==> config.mk <==
export PLATFORM = sky130hd
export DESIGN_NAME = wdog_escalate
export DESIGN_NICKNAME = d
export VERILOG_FILES = /design/src/rtl/wdog_pkg.sv /design/src/rtl/wd_tick_gen.sv /design/src/rtl/wd_down_counter.sv /design/src/rtl/wd_stage_fsm.sv /design/src/rtl/wdog_escalate.sv
export SDC_FILE = /design/constraint.sdc
export NUM_CORES = 1
export LEC_CHECK = 0
export ABC_AREA = 1
export BUFFER_PORTS_ARGS = -buffer_cell sky130_fd_sc_hd__buf_2
export CAP_MARGIN = 20
export CORE_ASPECT_RATIO = 1.4
export CORE_MARGIN = 1
export CORE_UTILIZATION = 45
export DETAILED_ROUTE_END_ITERATION = 6
export PLACE_DENSITY = 0.73
export REMOVE_ABC_BUFFERS = 1
export SYNTH_ARGS = -nofsm -noshare
export SYNTH_HDL_FRONTEND = slang
export SYNTH_HIERARCHICAL = 1
export SYNTH_SLANG_ARGS = --single-unit
==> constraint.sdc <==
create_clock -name clk -period 3.45 [get_ports clk]
set_clock_uncertainty 0.1 [all_clocks]
set_input_delay 0.5175 -clock clk [delete_from_list [all_inputs] [get_ports clk]]
set_output_delay 0.5175 -clock clk [all_outputs]
set_load 0.01 [all_outputs]
==> src/rtl/wdog_pkg.sv <==
package wdog_pkg;
    typedef enum logic [1:0] {
        WD_OFF     = 2'd0,
        WD_RUN     = 2'd1,
        WD_HOLD    = 2'd2,
        WD_TRIPPED = 2'd3
    } wd_state_e;
endpackage

==> src/rtl/wd_tick_gen.sv <==
module wd_tick_gen #(
    parameter int PRESC_LOG2 = 10
) (
    input  logic clk,
    input  logic rst_n,
    input  logic clr,
    input  logic run_en,
    output logic tick
);
    localparam logic [PRESC_LOG2-1:0] LAST = '1;

    logic [PRESC_LOG2-1:0] pre_q;

    always_ff @(posedge clk or negedge rst_n) begin
        if (!rst_n)
            pre_q <= '0;
        else if (clr)
            pre_q <= '0;
        else if (run_en)
            pre_q <= pre_q + PRESC_LOG2'(1);
    end

    assign tick = run_en && !clr && (pre_q == LAST);

    // prescaler advances by one per enabled clock
    assert_pre_step_R4: assert property (@(posedge clk) disable iff (!rst_n)
        (run_en && !clr) |=> (pre_q == $past(pre_q) + PRESC_LOG2'(1)));
    // clear returns the prescaler to zero
    assert_pre_clear_R9: assert property (@(posedge clk) disable iff (!rst_n)
        clr |=> (pre_q == '0));
endmodule

==> src/rtl/wd_down_counter.sv <==
module wd_down_counter #(
    parameter int CNT_W = 24
) (
    input  logic             clk,
    input  logic             rst_n,
    input  logic             load,
    input  logic [CNT_W-1:0] load_val,
    input  logic             tick,
    output logic [CNT_W-1:0] cnt,
    output logic             zero
);
    logic [CNT_W-1:0] cnt_q;

    always_ff @(posedge clk or negedge rst_n) begin
        if (!rst_n)
            cnt_q <= '0;
        else if (load)
            cnt_q <= load_val;
        else if (tick && cnt_q != '0)
            cnt_q <= cnt_q - CNT_W'(1);
    end

    assign cnt  = cnt_q;
    assign zero = (cnt_q == '0);

    // one step down per prescaled tick
    assert_cnt_dec_R4: assert property (@(posedge clk) disable iff (!rst_n)
        (tick && !load && cnt_q != '0) |=> (cnt_q == $past(cnt_q) - CNT_W'(1)));
    // no tick and no load leaves the counter unchanged
    assert_cnt_still_R8: assert property (@(posedge clk) disable iff (!rst_n)
        (!tick && !load) |=> $stable(cnt_q));
endmodule

==> src/rtl/wd_stage_fsm.sv <==
module wd_stage_fsm
    import wdog_pkg::*;
(
    input  logic       clk,
    input  logic       rst_n,
    input  logic       acc_cfg,
    input  logic       acc_poke,
    input  logic [1:0] new_mode,
    input  logic [1:0] mode_q,
    input  logic       expire,
    output wd_state_e  state,
    output logic [1:0] stage,
    output logic       reload_exp,
    output logic       irq_first,
    output logic       irq_second,
    output logic       reset_req
);
    wd_state_e  state_q, state_d;
    logic [1:0] stage_q;
    logic [1:0] nxt_stage;
    logic       run_expire;

    assign nxt_stage  = stage_q + 2'd1;
    assign run_expire = (state_q == WD_RUN) && expire && !acc_cfg && !acc_poke;

    // state register
    always_ff @(posedge clk or negedge rst_n) begin
        if (!rst_n)
            state_q <= WD_OFF;
        else
            state_q <= state_d;
    end

    // next state
    always_comb begin
        state_d    = state_q;
        reload_exp = 1'b0;
        unique case (state_q)
            WD_OFF: begin
                if (acc_cfg && new_mode != 2'd0)
                    state_d = WD_RUN;
            end
            WD_RUN, WD_HOLD: begin
                if (acc_cfg)
                    state_d = (new_mode == 2'd0) ? WD_OFF : WD_RUN;
                else if (acc_poke)
                    state_d = WD_RUN;
                else if (run_expire) begin
                    if (nxt_stage == 2'd3)
                        state_d = WD_TRIPPED;
                    else if (nxt_stage == mode_q)
                        state_d = WD_HOLD;
                    else begin
                        state_d    = WD_RUN;
                        reload_exp = 1'b1;
                    end
                end
            end
            WD_TRIPPED: state_d = WD_TRIPPED;
            default:    state_d = WD_OFF;
        endcase
    end

    // outputs
    always_ff @(posedge clk or negedge rst_n) begin
        if (!rst_n) begin
            stage_q    <= 2'd0;
            irq_first  <= 1'b0;
            irq_second <= 1'b0;
            reset_req  <= 1'b0;
        end else if (acc_cfg || acc_poke) begin
            stage_q    <= 2'd0;
            irq_first  <= 1'b0;
            irq_second <= 1'b0;
        end else if (run_expire) begin
            stage_q <= nxt_stage;
            if (stage_q == 2'd0) irq_first  <= 1'b1;
            if (stage_q == 2'd1) irq_second <= 1'b1;
            if (stage_q == 2'd2) reset_req  <= 1'b1;
        end
    end

    assign state = state_q;
    assign stage = stage_q;

    // reset request is sticky
    assert_reset_sticky_R12: assert property (@(posedge clk) disable iff (!rst_n)
        reset_req |=> reset_req);
    // reset request only at the final stage
    assert_reset_stage_R5: assert property (@(posedge clk) disable iff (!rst_n)
        reset_req |-> (stage_q == 2'd3));
    // second interrupt implies the first is still raised
    assert_irq_order_R5: assert property (@(posedge clk) disable iff (!rst_n)
        irq_second |-> irq_first);
    // poke returns to stage 0 with interrupts low
    assert_poke_clears_R9: assert property (@(posedge clk) disable iff (!rst_n)
        acc_poke |=> (stage_q == 2'd0 && !irq_first && !irq_second));
    // disabled channel sits at stage 0
    assert_off_stage_R8: assert property (@(posedge clk) disable iff (!rst_n)
        (state_q == WD_OFF) |-> (stage_q == 2'd0));
endmodule

==> src/rtl/wdog_escalate.sv <==
module wdog_escalate
    import wdog_pkg::*;
#(
    parameter int PRESC_LOG2 = 10,
    parameter int LEN_W      = 16,
    parameter int CNT_W      = 24
) (
    input  logic        clk,
    input  logic        rst_n,
    input  logic        cfg_we,
    input  logic [63:0] cfg_wdata,
    input  logic        poke_we,
    input  logic        dbg_halt,
    input  logic        sys_halt,
    output logic [63:0] cfg_rdata,
    output logic        irq_first,
    output logic        irq_second,
    output logic        reset_req
);
    localparam int LEN_LO    = 4;
    localparam int CNT_LO    = LEN_LO + LEN_W;
    localparam int DSTOP_BIT = CNT_LO + CNT_W;
    localparam int GSTOP_BIT = DSTOP_BIT + 1;
    localparam int SHIFT     = CNT_W - LEN_W;

    wd_state_e        state;
    logic [1:0]       stage;
    logic [1:0]       mode_q;
    logic [LEN_W-1:0] len_q;
    logic             dstop_q, gstop_q;
    logic             acc_cfg, acc_poke, halt, run_en, tick, expire, reload_exp;
    logic             cnt_load, cnt_zero;
    logic [LEN_W-1:0] len_src;
    logic [CNT_W-1:0] cnt, load_val;
    logic             unused_wdata;

    assign acc_cfg  = cfg_we && (state != WD_TRIPPED);
    assign acc_poke = poke_we && !cfg_we && (state != WD_TRIPPED);
    assign halt     = (dstop_q && dbg_halt) || (gstop_q && sys_halt);
    assign run_en   = (state == WD_RUN) && !halt;
    assign expire   = tick && cnt_zero;

    always_ff @(posedge clk or negedge rst_n) begin
        if (!rst_n) begin
            mode_q  <= 2'd0;
            len_q   <= '0;
            dstop_q <= 1'b0;
            gstop_q <= 1'b0;
        end else if (acc_cfg) begin
            mode_q  <= cfg_wdata[1:0];
            len_q   <= cfg_wdata[CNT_LO-1:LEN_LO];
            dstop_q <= cfg_wdata[DSTOP_BIT];
            gstop_q <= cfg_wdata[GSTOP_BIT];
        end
    end

    assign len_src  = acc_cfg ? cfg_wdata[CNT_LO-1:LEN_LO] : len_q;
    assign load_val = CNT_W'(len_src) << SHIFT;
    assign cnt_load = acc_cfg || acc_poke || reload_exp;

    wd_tick_gen #(.PRESC_LOG2(PRESC_LOG2)) u_tick (
        .clk    (clk),
        .rst_n  (rst_n),
        .clr    (acc_cfg || acc_poke),
        .run_en (run_en),
        .tick   (tick)
    );

    wd_down_counter #(.CNT_W(CNT_W)) u_cnt (
        .clk      (clk),
        .rst_n    (rst_n),
        .load     (cnt_load),
        .load_val (load_val),
        .tick     (tick),
        .cnt      (cnt),
        .zero     (cnt_zero)
    );

    wd_stage_fsm u_fsm (
        .clk        (clk),
        .rst_n      (rst_n),
        .acc_cfg    (acc_cfg),
        .acc_poke   (acc_poke),
        .new_mode   (cfg_wdata[1:0]),
        .mode_q     (mode_q),
        .expire     (expire),
        .state      (state),
        .stage      (stage),
        .reload_exp (reload_exp),
        .irq_first  (irq_first),
        .irq_second (irq_second),
        .reset_req  (reset_req)
    );

    always_comb begin
        cfg_rdata                       = '0;
        cfg_rdata[1:0]                  = mode_q;
        cfg_rdata[3:2]                  = stage;
        cfg_rdata[CNT_LO-1:LEN_LO]      = len_q;
        cfg_rdata[DSTOP_BIT-1:CNT_LO]   = cnt;
        cfg_rdata[DSTOP_BIT]            = dstop_q;
        cfg_rdata[GSTOP_BIT]            = gstop_q;
    end

    assign unused_wdata = ^{cfg_wdata[3:2], cfg_wdata[DSTOP_BIT-1:CNT_LO],
                            cfg_wdata[63:GSTOP_BIT+1]};

    // an enabled halt freezes the live counter
    assert_halt_freeze_R11: assert property (@(posedge clk) disable iff (!rst_n)
        (halt && !cnt_load) |=> $stable(cnt));
    // tripped channel ignores configuration writes
    assert_tripped_locked_R12: assert property (@(posedge clk) disable iff (!rst_n)
        (state == WD_TRIPPED) |=> $stable(mode_q) && $stable(len_q));
    // mode field is zero exactly when the channel is off
    assert_off_mode_R8: assert property (@(posedge clk) disable iff (!rst_n)
        (state == WD_OFF) |-> (mode_q == 2'd0));
endmodule

==> impl.org, run 1 <==
** Power and ir drop
- Reported leakage power :: approximately 2.7 nW
- Largest vdd supply drop :: around 0.00025 V
- For this design the ratio of total power to cell area is 338 mW/mm2.
- The completed layout was analyzed and its total power is between 1.5 and 2 mW.

** Setup path
- Data on the critical path arrives at its endpoint at 3120 ps.
- Category of the most critical setup path :: flop to flop
- STA classifies the critical path endpoint as a flop.
- Of all nets on the critical path, the largest fanout is 27.
- The worst setup path is launched from a flop.
- Crit path required time :: between 3000 and 4000 ps

** Detailed routing
- Residual antenna-violating net count after detailed routing :: 0
- Number of detailed-route iterations in the first pass :: 4
- For this run, design rule violations remaining after detail routing come to 0.
- Iter 0 DRT Violations :: roughly 140
- The final layout contains routed wiring with a total length of around 10000 um.
- Detailed-route via count :: between 3,000 and 4,000
- Wire length per cell after detailed routing :: around 13 um
- After detailed routing, the number of vias per cell comes to ~5.0.

** Finish
- Of the cells placed in the final design, the portion with a size suffix greater than 1 is 0.222.
- Measured on the finished design, the core utilization comes to 0.544.
- Area of the multi-input gates :: ~0.0021 mm2
- After the last flow step, the layout net total stands at ~730.
- Post-synthesis to final-layout area growth :: 17.1%
- Fill cell total of the finished layout :: 872
- 0 antenna diodes ended up in the layout.
- Across the whole layout, storage elements account for 0.00153 mm2.

** Timing
- Crit path time final :: 3020 ps
- The worst path meets setup with between 400 and 500 ps of slack.
- Period Utilization, post-route :: 0.875
- Worst hold slack across all endpoints :: -21.1 ps
- Actual transition at the worst max-transition pin :: 546 ps
- Summed over all failing endpoints, the final setup total negative slack is 0 ps.
- Number of max-slew violations in the final report :: 0
- Setup repair after global routing left no endpoint under its margin.
- Max Freq :: 0.331 GHz
- Setup violations remaining at the end of the flow were counted as 0.
- The number of hold violations in the final report came to 13.
- Relative max-transition margin :: 0.635

** Yosys
- Synthesized instance count :: ~570
- The most used flip-flop cell after synthesis is sky130_fd_sc_hd__dfrtp_1.
- For this run, the register share of the synthesized area comes to 0.382.
- The number of different library cells used by synthesis comes to 35.
- Synthesized cell area :: 0.00400 mm2
- Counting flops and latches in the post-synthesis netlist gives between 60 and 70.
- A synthesized cell averages around 7 um2.
- Counting flops with a built-in enable in the synthesized netlist gives 0.
- Counting flops with an async set or reset pin after synthesis yields a share of 1.00.
- For this run, the number of Yosys warnings is 6.

** Global routing
- Largest net degree at the start of global routing :: 48
- The first global-routing pass estimated about 17,000 um of wire.
- Remaining global-route overflow :: 0
- Via count of the first global-routing pass :: roughly 3,700
- Initial antenna violation count :: 0
- Overall fraction of global-route tracks in use :: 0.234

** Floorplanning
- In this run the vertical extent of the chip is between 100 and 150 um.
- Standard-cell rows :: 40
- The floorplan step defined a die boundary enclosing about 0.009 mm2.
- CORE AREA :: 0.00861 mm2
- Width of the chip :: 81.7 um
- Starting density of the core :: 0.465
- For this design the top-level I/O count stands at between 100 and 150.

** Placement
- Number of port buffers :: between 70 and 80
- Routability congestion estimate :: 0.888
- Post-Place Setup Slack :: 80.0 ps
- Detailed placer's ending HPWL :: 7360 um

** Outcome
- Outcome :: finished with violations
- Failing checks :: hold timing

** CTS
- The later pin in the worst-skew pair is clocked with a latency of around 340 ps.
- The clock passes through at most 2 buffers.
- Post-CTS setup-driven buffer insertion count :: 0
- CTS Buf Count :: 9
- Root Buffer Master :: sky130_fd_sc_hd__clkbuf_16
- Clock Pin Slew Worst Setup and Hold Paths :: about 50 ps
- Counting every sink on the clock net gives 61.
- The H-tree was split into 3 levels.
- CTS tree :: done

** Job
- Max Cap Violations :: 0

** Worst hold path
- In this run the worst hold path is classified as input port to async pin.
[flip-flops by register name, indices dropped and copies added (netlist names)]
name,count
u_fsm/irq_second,1
u_fsm/state,2
mode_q,2
u_tick/pre_q,10
u_fsm/reset_req,1
u_fsm/irq_first,1
u_fsm/stage,2
gstop_q,1
u_cnt/cnt,24
len_q,16
dstop_q,1
[final timing paths]
path,to,depth (start not counted),slack (ps),start
min in group clk,gstop_q,3,320,cfg_wdata[45]
max,u_cnt/cnt[21],17,430,u_fsm/state[0]
min reg2reg,u_fsm/reset_req,1,370,u_fsm/reset_req
max reg2reg,u_cnt/cnt[21],17,430,u_fsm/state[0]
max in group asynchronous,u_cnt/cnt[3],2,2730,rst_n
min,u_fsm/irq_first,1,-20,rst_n
[through the flow]
stage / cell area [um2] / instances
after floorplan: 3830 / 554
after global placement: 4400 / 742
after detailed placement: 4400 / 742
after CTS: 4660 / 756
after global routing: 4680 / 757
final: 4680 / 757
[routing by layer]
metal | GRT usage | share of wire | wire length, um | vias to the layer above
li1 | - | - | - | 1893
met1 | 0.250 | 0.40 | 3980 | 1786
met2 | 0.428 | 0.54 | 5360 | 86
met3 | 0.0464 | 0.039 | 391 | 16
met4 | 0.110 | 0.022 | 216 | 0
met5 | 0 | 0 | 0 | -
[report_power, final]
part / leakage [nW] / internal [mW] / switching, mW
Clock: 0.134 / 0.513 / 0.303
Combinational: 1.79 / 0.0140 / 0.0340
Sequential: 0.769 / 0.717 / 0
Total: 2.69 / 1.24 / 0.337
[what timing repair did]
action                                 in CTS  in global routing
endpoints found under the hold margin       0                  0
setup endpoints to repair                   0                  1
gates resized for setup                     0                  1
hold buffers                                0                  0
[critical path, stage by stage, from the launching register on]
cell and delay, ps:
sky130_fd_sc_hd__dfrtp_1 460, sky130_fd_sc_hd__nand2_2 70, sky130_fd_sc_hd__o21ai_0 120, sky130_fd_sc_hd__inv_1 130
sky130_fd_sc_hd__nor2_1 250, sky130_fd_sc_hd__and3_1 240, sky130_fd_sc_hd__nand2_1 80, sky130_fd_sc_hd__inv_1 60
sky130_fd_sc_hd__nand2_1 150, sky130_fd_sc_hd__nor2_4 160, sky130_fd_sc_hd__inv_2 70, sky130_fd_sc_hd__nor3_2 150
sky130_fd_sc_hd__inv_1 60, sky130_fd_sc_hd__nand2_1 110, sky130_fd_sc_hd__buf_4 320, sky130_fd_sc_hd__nor2_2 190
sky130_fd_sc_hd__nand2_1 90, sky130_fd_sc_hd__nand3_1 80
[cells by family after synthesis]
kind of cell | count (synthesis) | share of synthesized area
AOI/OAI and AO/OA | 33 | 0.0519
adders and majority gates | 10 | 0.0313
DFF | 61 | 0.382
and+or+nand+nor | 360 | 0.396
xor gates and xnor gates | 9 | 0.0197
other | 1 | 0.000938
buffers and inverters | 91 | 0.118
[synth_stat cells, types with 5 or more instances]
master / count / area, um2
sky130_fd_sc_hd__a21oi_1: 10 / 50.1
sky130_fd_sc_hd__buf_4: 24 / 180
sky130_fd_sc_hd__buf_6: 5 / 56.3
sky130_fd_sc_hd__dfrtp_1: 61 / 1530
sky130_fd_sc_hd__ha_1: 10 / 125
sky130_fd_sc_hd__inv_1: 50 / 188
sky130_fd_sc_hd__inv_2: 5 / 18.8
sky130_fd_sc_hd__nand2_1: 187 / 702
sky130_fd_sc_hd__nand2_2: 16 / 100
sky130_fd_sc_hd__nand3_1: 70 / 350
sky130_fd_sc_hd__nand4_1: 6 / 37.5
sky130_fd_sc_hd__nor2_1: 59 / 221
sky130_fd_sc_hd__nor2_2: 8 / 50.1
sky130_fd_sc_hd__o21ai_0: 12 / 60.1
sky130_fd_sc_hd__o21ai_2: 5 / 43.8
sky130_fd_sc_hd__xnor2_1: 8 / 70.1
[layout by cell type (no fill, tap or decap), types with 2 or more instances in the layout]
master	instances
sky130_fd_sc_hd__clkbuf_16	9
sky130_fd_sc_hd__dfrtp_1	61
sky130_fd_sc_hd__buf_2	74
sky130_fd_sc_hd__nand2_2	16
sky130_fd_sc_hd__xnor2_1	8
sky130_fd_sc_hd__a21oi_1	10
sky130_fd_sc_hd__buf_4	9
sky130_fd_sc_hd__clkinv_2	2
sky130_fd_sc_hd__nand3_2	3
sky130_fd_sc_hd__nand4_1	6
sky130_fd_sc_hd__and3_1	2
sky130_fd_sc_hd__o21ai_0	12
sky130_fd_sc_hd__conb_1	26
sky130_fd_sc_hd__nor2_4	3
sky130_fd_sc_hd__inv_2	5
sky130_fd_sc_hd__o21ai_2	5
sky130_fd_sc_hd__inv_1	50
sky130_fd_sc_hd__or2_2	2
sky130_fd_sc_hd__nand2_1	187
sky130_fd_sc_hd__nor2_1	58
sky130_fd_sc_hd__ha_1	10
sky130_fd_sc_hd__nand3_1	70
sky130_fd_sc_hd__nor2_2	9
sky130_fd_sc_hd__clkbuf_8	2
[area by class of cell]
cell class              count  share of cell area
clock buffers              12              0.0548
clock inverters             2             0.00214
inverters                  55              0.0441
multi-input cells         438               0.447
flip-flops and latches     61               0.326
well taps                 105              0.0280
repair buffers             84              0.0978
No activity file was read; power rests on OpenSTA's default activity.
==> inputs of run 2 (changes only) <==
PLACE_DENSITY = 0.81   (was 0.73)
==> impl.org, run 2 (synthesis gave the netlist of run 1 again) <==
** Outcome
- Outcome :: complete, no violations (was finished with violations)

** Setup path
- Category of the most critical setup path :: flop to flop (unchanged)
- The capturing element type of the critical path is a flop (unchanged).
- The launch point of the worst reg-to-reg path is u_fsm/state[0] (unchanged).
- The minimum setup slack among reg-to-reg paths was 310 ps (was 430 ps).
- Terminus of the critical flop-to-flop path :: u_cnt/cnt[23] (was u_cnt/cnt[21])
- The launch point of the worst path is u_fsm/state[0] (unchanged).
- Max FO, Critical Path :: 24 (was 27)
- FF-to-FF path depth :: 17 (unchanged)
- Crit start category :: flop (unchanged)
- Crit path required time :: 3550 ps (about the same)
- The arrival time of data at the critical path endpoint is 3250 ps (was 3120 ps).
- The destination of the critical timing path is u_cnt/cnt[23] (was u_cnt/cnt[21]).

** Finish
- The layout cell share with drive strength beyond 1 was 0.221 (was 0.222).
- Most common library cell in the layout ignoring fill and taps :: sky130_fd_sc_hd__nand2_1 (unchanged)
- Post-synthesis to final-layout area growth :: 17.0% (was 17.1%)
- The fill cell total of the finished layout is 861 (was 872).
- Most frequent cells in the layout :: sky130_fd_sc_hd__nand2_1, sky130_fd_sc_hd__buf_2, sky130_fd_sc_hd__nand3_1 (unchanged)
- The final cell utilization of the core is 0.543 (was 0.544).
- Number of flip-flops in the largest register :: 24 (unchanged)
- The number of diodes came to 0 (unchanged).
- The final-stage net count came to 728 (was 729).

** Timing
- Crit path time final :: 3140 ps (was 3020 ps)
- The worst-case setup margin in the final layout is 307 ps (was 432 ps).
- # setup viols final :: 0 (unchanged)
- Total count of hold-check failures in the final report :: 0 (was 13)
- The worst hold margin is 55.3 ps (was -21.1 ps).
- The summed negative setup slack over all endpoints was 0 ps (unchanged).
- Actual transition at the worst max-transition pin :: 562 ps (was 546 ps)
- RSZ-0062 raised after global routing: no (unchanged).
- The final number of max-transition violations is 0 (unchanged).
- Max Freq :: 0.318 GHz (was 0.331 GHz)
- Relative max-transition margin :: 0.624 (was 0.635)
- The post-route fraction of the period consumed by the critical path came to 0.911 (was 0.875).

** Job
- Max Cap Violations :: 0 (unchanged)

** CTS
- The clock latency reported for the late side of the worst-skew pair was 330 ps (was 340 ps).
- Post-CTS setup-driven buffer insertion count :: 0 (unchanged)
- The total CTS buffers was 9 (unchanged).
- The root cell of the clock tree is sky130_fd_sc_hd__clkbuf_16 (unchanged).
- The maximum root-to-sink buffer count is 2 (unchanged).
- The clock sink total came to 61 (unchanged).
- The number of levels the H-tree was split into was 3 (unchanged).
- The clock-pin slew on the worst setup and hold paths came to 50 ps (about the same).
- Hold_buf cts :: 0 (unchanged)
- The TritonCTS clock tree is done (unchanged).

** Placement
- The final RePlAce weighted congestion was 0.948 (was 0.888).
- Detailed placer's ending HPWL :: 7520 um (was 7360 um)
- Post-Place Setup Slack :: -13.6 ps (was 80.0 ps)
- Number of port buffers :: 74 (unchanged)

** Floorplanning
- The die outline area came to 0.00927 mm2 (unchanged).
- Die H :: 114 um (unchanged)
- The initial core utilization was 0.465 (unchanged).
- CORE AREA :: 0.00861 mm2 (unchanged)
- Width of the chip :: 81.7 um (unchanged)
- Count of pins on the block boundary :: 137 (unchanged)
- The total number of placement rows is 40 (unchanged).

** Global routing
- Initial antenna violation count :: 0 (unchanged)
- Overall fraction of global-route tracks in use :: 0.239 (was 0.234)
- Via count of the first global-routing pass :: 3,764 (was 3,737)
- The wire length of the first global-routing pass is 16,800 um (was 16,500 um).
- Remaining global-route overflow :: 0 (unchanged)
- The maximum number of pins on one net before global-route repair is 30 (was 48).

** Power and ir drop
- The leakage power summed over all cells is 2.68 nW (was 2.69 nW).
- Total power per unit cell area :: 339 mW/mm2 (was 338 mW/mm2)
- The peak ir drop on the vdd network is 0.000227 V (was 0.000246 V).

** Detailed routing
- Wire length per cell after detailed routing :: 13.4 um (was 13.1 um)
- The final routed DRC violation total came to 0 (unchanged).
- The number of violations reported at the end of detailed-routing iteration 0 is 186 (was 136).
- Detailed-route via count :: 3,810 (was 3,781)
- Post-detailed-route via-to-cell ratio :: 5.04 (was 4.99)
- The number of nets still failing antenna checks after routing came to 0 (unchanged).
- The detailed-route wire length is 10,100 um (was 9950 um).
- Number of detailed-route iterations in the first pass :: 6 (was 4)

** Worst hold path
- Worst hold path class :: input port to async pin (unchanged)
run 2: cell count changes in the layout (fill, tap and decap cells not counted):
cell / before / now
sky130_fd_sc_hd__buf_4: 9 / 8
run 2: layout make-up:
| type | count | area, um2 | area share |
|---|---|---|---|
| inverters | 55 | 206 | 0.0441 |
| clock buffers | 12 | 256 | 0.0548 |
| clock inverters | 2 | 10.0 | 0.00214 |
| repair buffers | 83 | 450 | 0.0963 |
| multi-input cells | 438 | 2100 | 0.448 |
| well taps | 105 | 131 | 0.0281 |
| flip-flops and latches | 61 | 1530 | 0.326 |
run 2: critical path, stage by stage (launching register included):
cell and delay [ps]:
sky130_fd_sc_hd__dfrtp_1 460, sky130_fd_sc_hd__nand2_2 80, sky130_fd_sc_hd__o21ai_0 160, sky130_fd_sc_hd__inv_1 160, sky130_fd_sc_hd__nor2_1 260, sky130_fd_sc_hd__and3_1 260, sky130_fd_sc_hd__nand2_1 70, sky130_fd_sc_hd__inv_1 50
sky130_fd_sc_hd__nand2_1 150, sky130_fd_sc_hd__nor2_4 160, sky130_fd_sc_hd__inv_2 70, sky130_fd_sc_hd__nor3_2 150, sky130_fd_sc_hd__inv_1 50, sky130_fd_sc_hd__nand2_1 150, sky130_fd_sc_hd__buf_4 320, sky130_fd_sc_hd__nor2_2 190
sky130_fd_sc_hd__nand2_1 100, sky130_fd_sc_hd__nand3_1 80
run 2: layer usage:
metal | wire, um | up-vias | track usage
met3 | 437 | 20 | 0.0488
li1 | - | 1888 | -
met2 | 5340 | 102 | 0.424
met1 | 4070 | 1800 | 0.266
met4 | 260 | 0 | 0.113
met5 | 0 | - | 0
run 2: how the worst min path moves through the flow:
stage,from,endpoint,slack [ps],cells past startpoint
after floorplan,rst_n,dstop_q,120,0
after global placement,u_fsm/reset_req,u_fsm/reset_req,370,1
after detailed placement,u_fsm/reset_req,u_fsm/reset_req,380,1
after CTS,rst_n,u_cnt/cnt[7],70,1
after global routing,rst_n,u_cnt/cnt[7],110,1
final,rst_n,u_cnt/cnt[7],60,1
run 2: what timing repair did:
action / 4_1_cts / 5_1_grt
resized for setup: 0 / 1
hold endpoints to repair: 0 / 0
endpoints found under the setup margin: 0 / 10
run 2: per-stage QoR:
step / cells / area (um2) / power [mW]
floorplan: 554 / 3830 / 0.739
global placement: 741 / 4390 / 0.774
detailed placement: 742 / 4410 / 0.778
CTS: 756 / 4670 / 1.60
global route: 756 / 4680 / 1.64
finish: 756 / 4680 / 1.58
run 2: power by group:
group / total (mW) / switching [mW] / leakage [nW] / internal (mW)
clock network: 0.820 / 0.307 / 0.134 / 0.514
registers: 0.717 / 0 / 0.769 / 0.717
logic: 0.0479 / 0.0340 / 1.78 / 0.0140
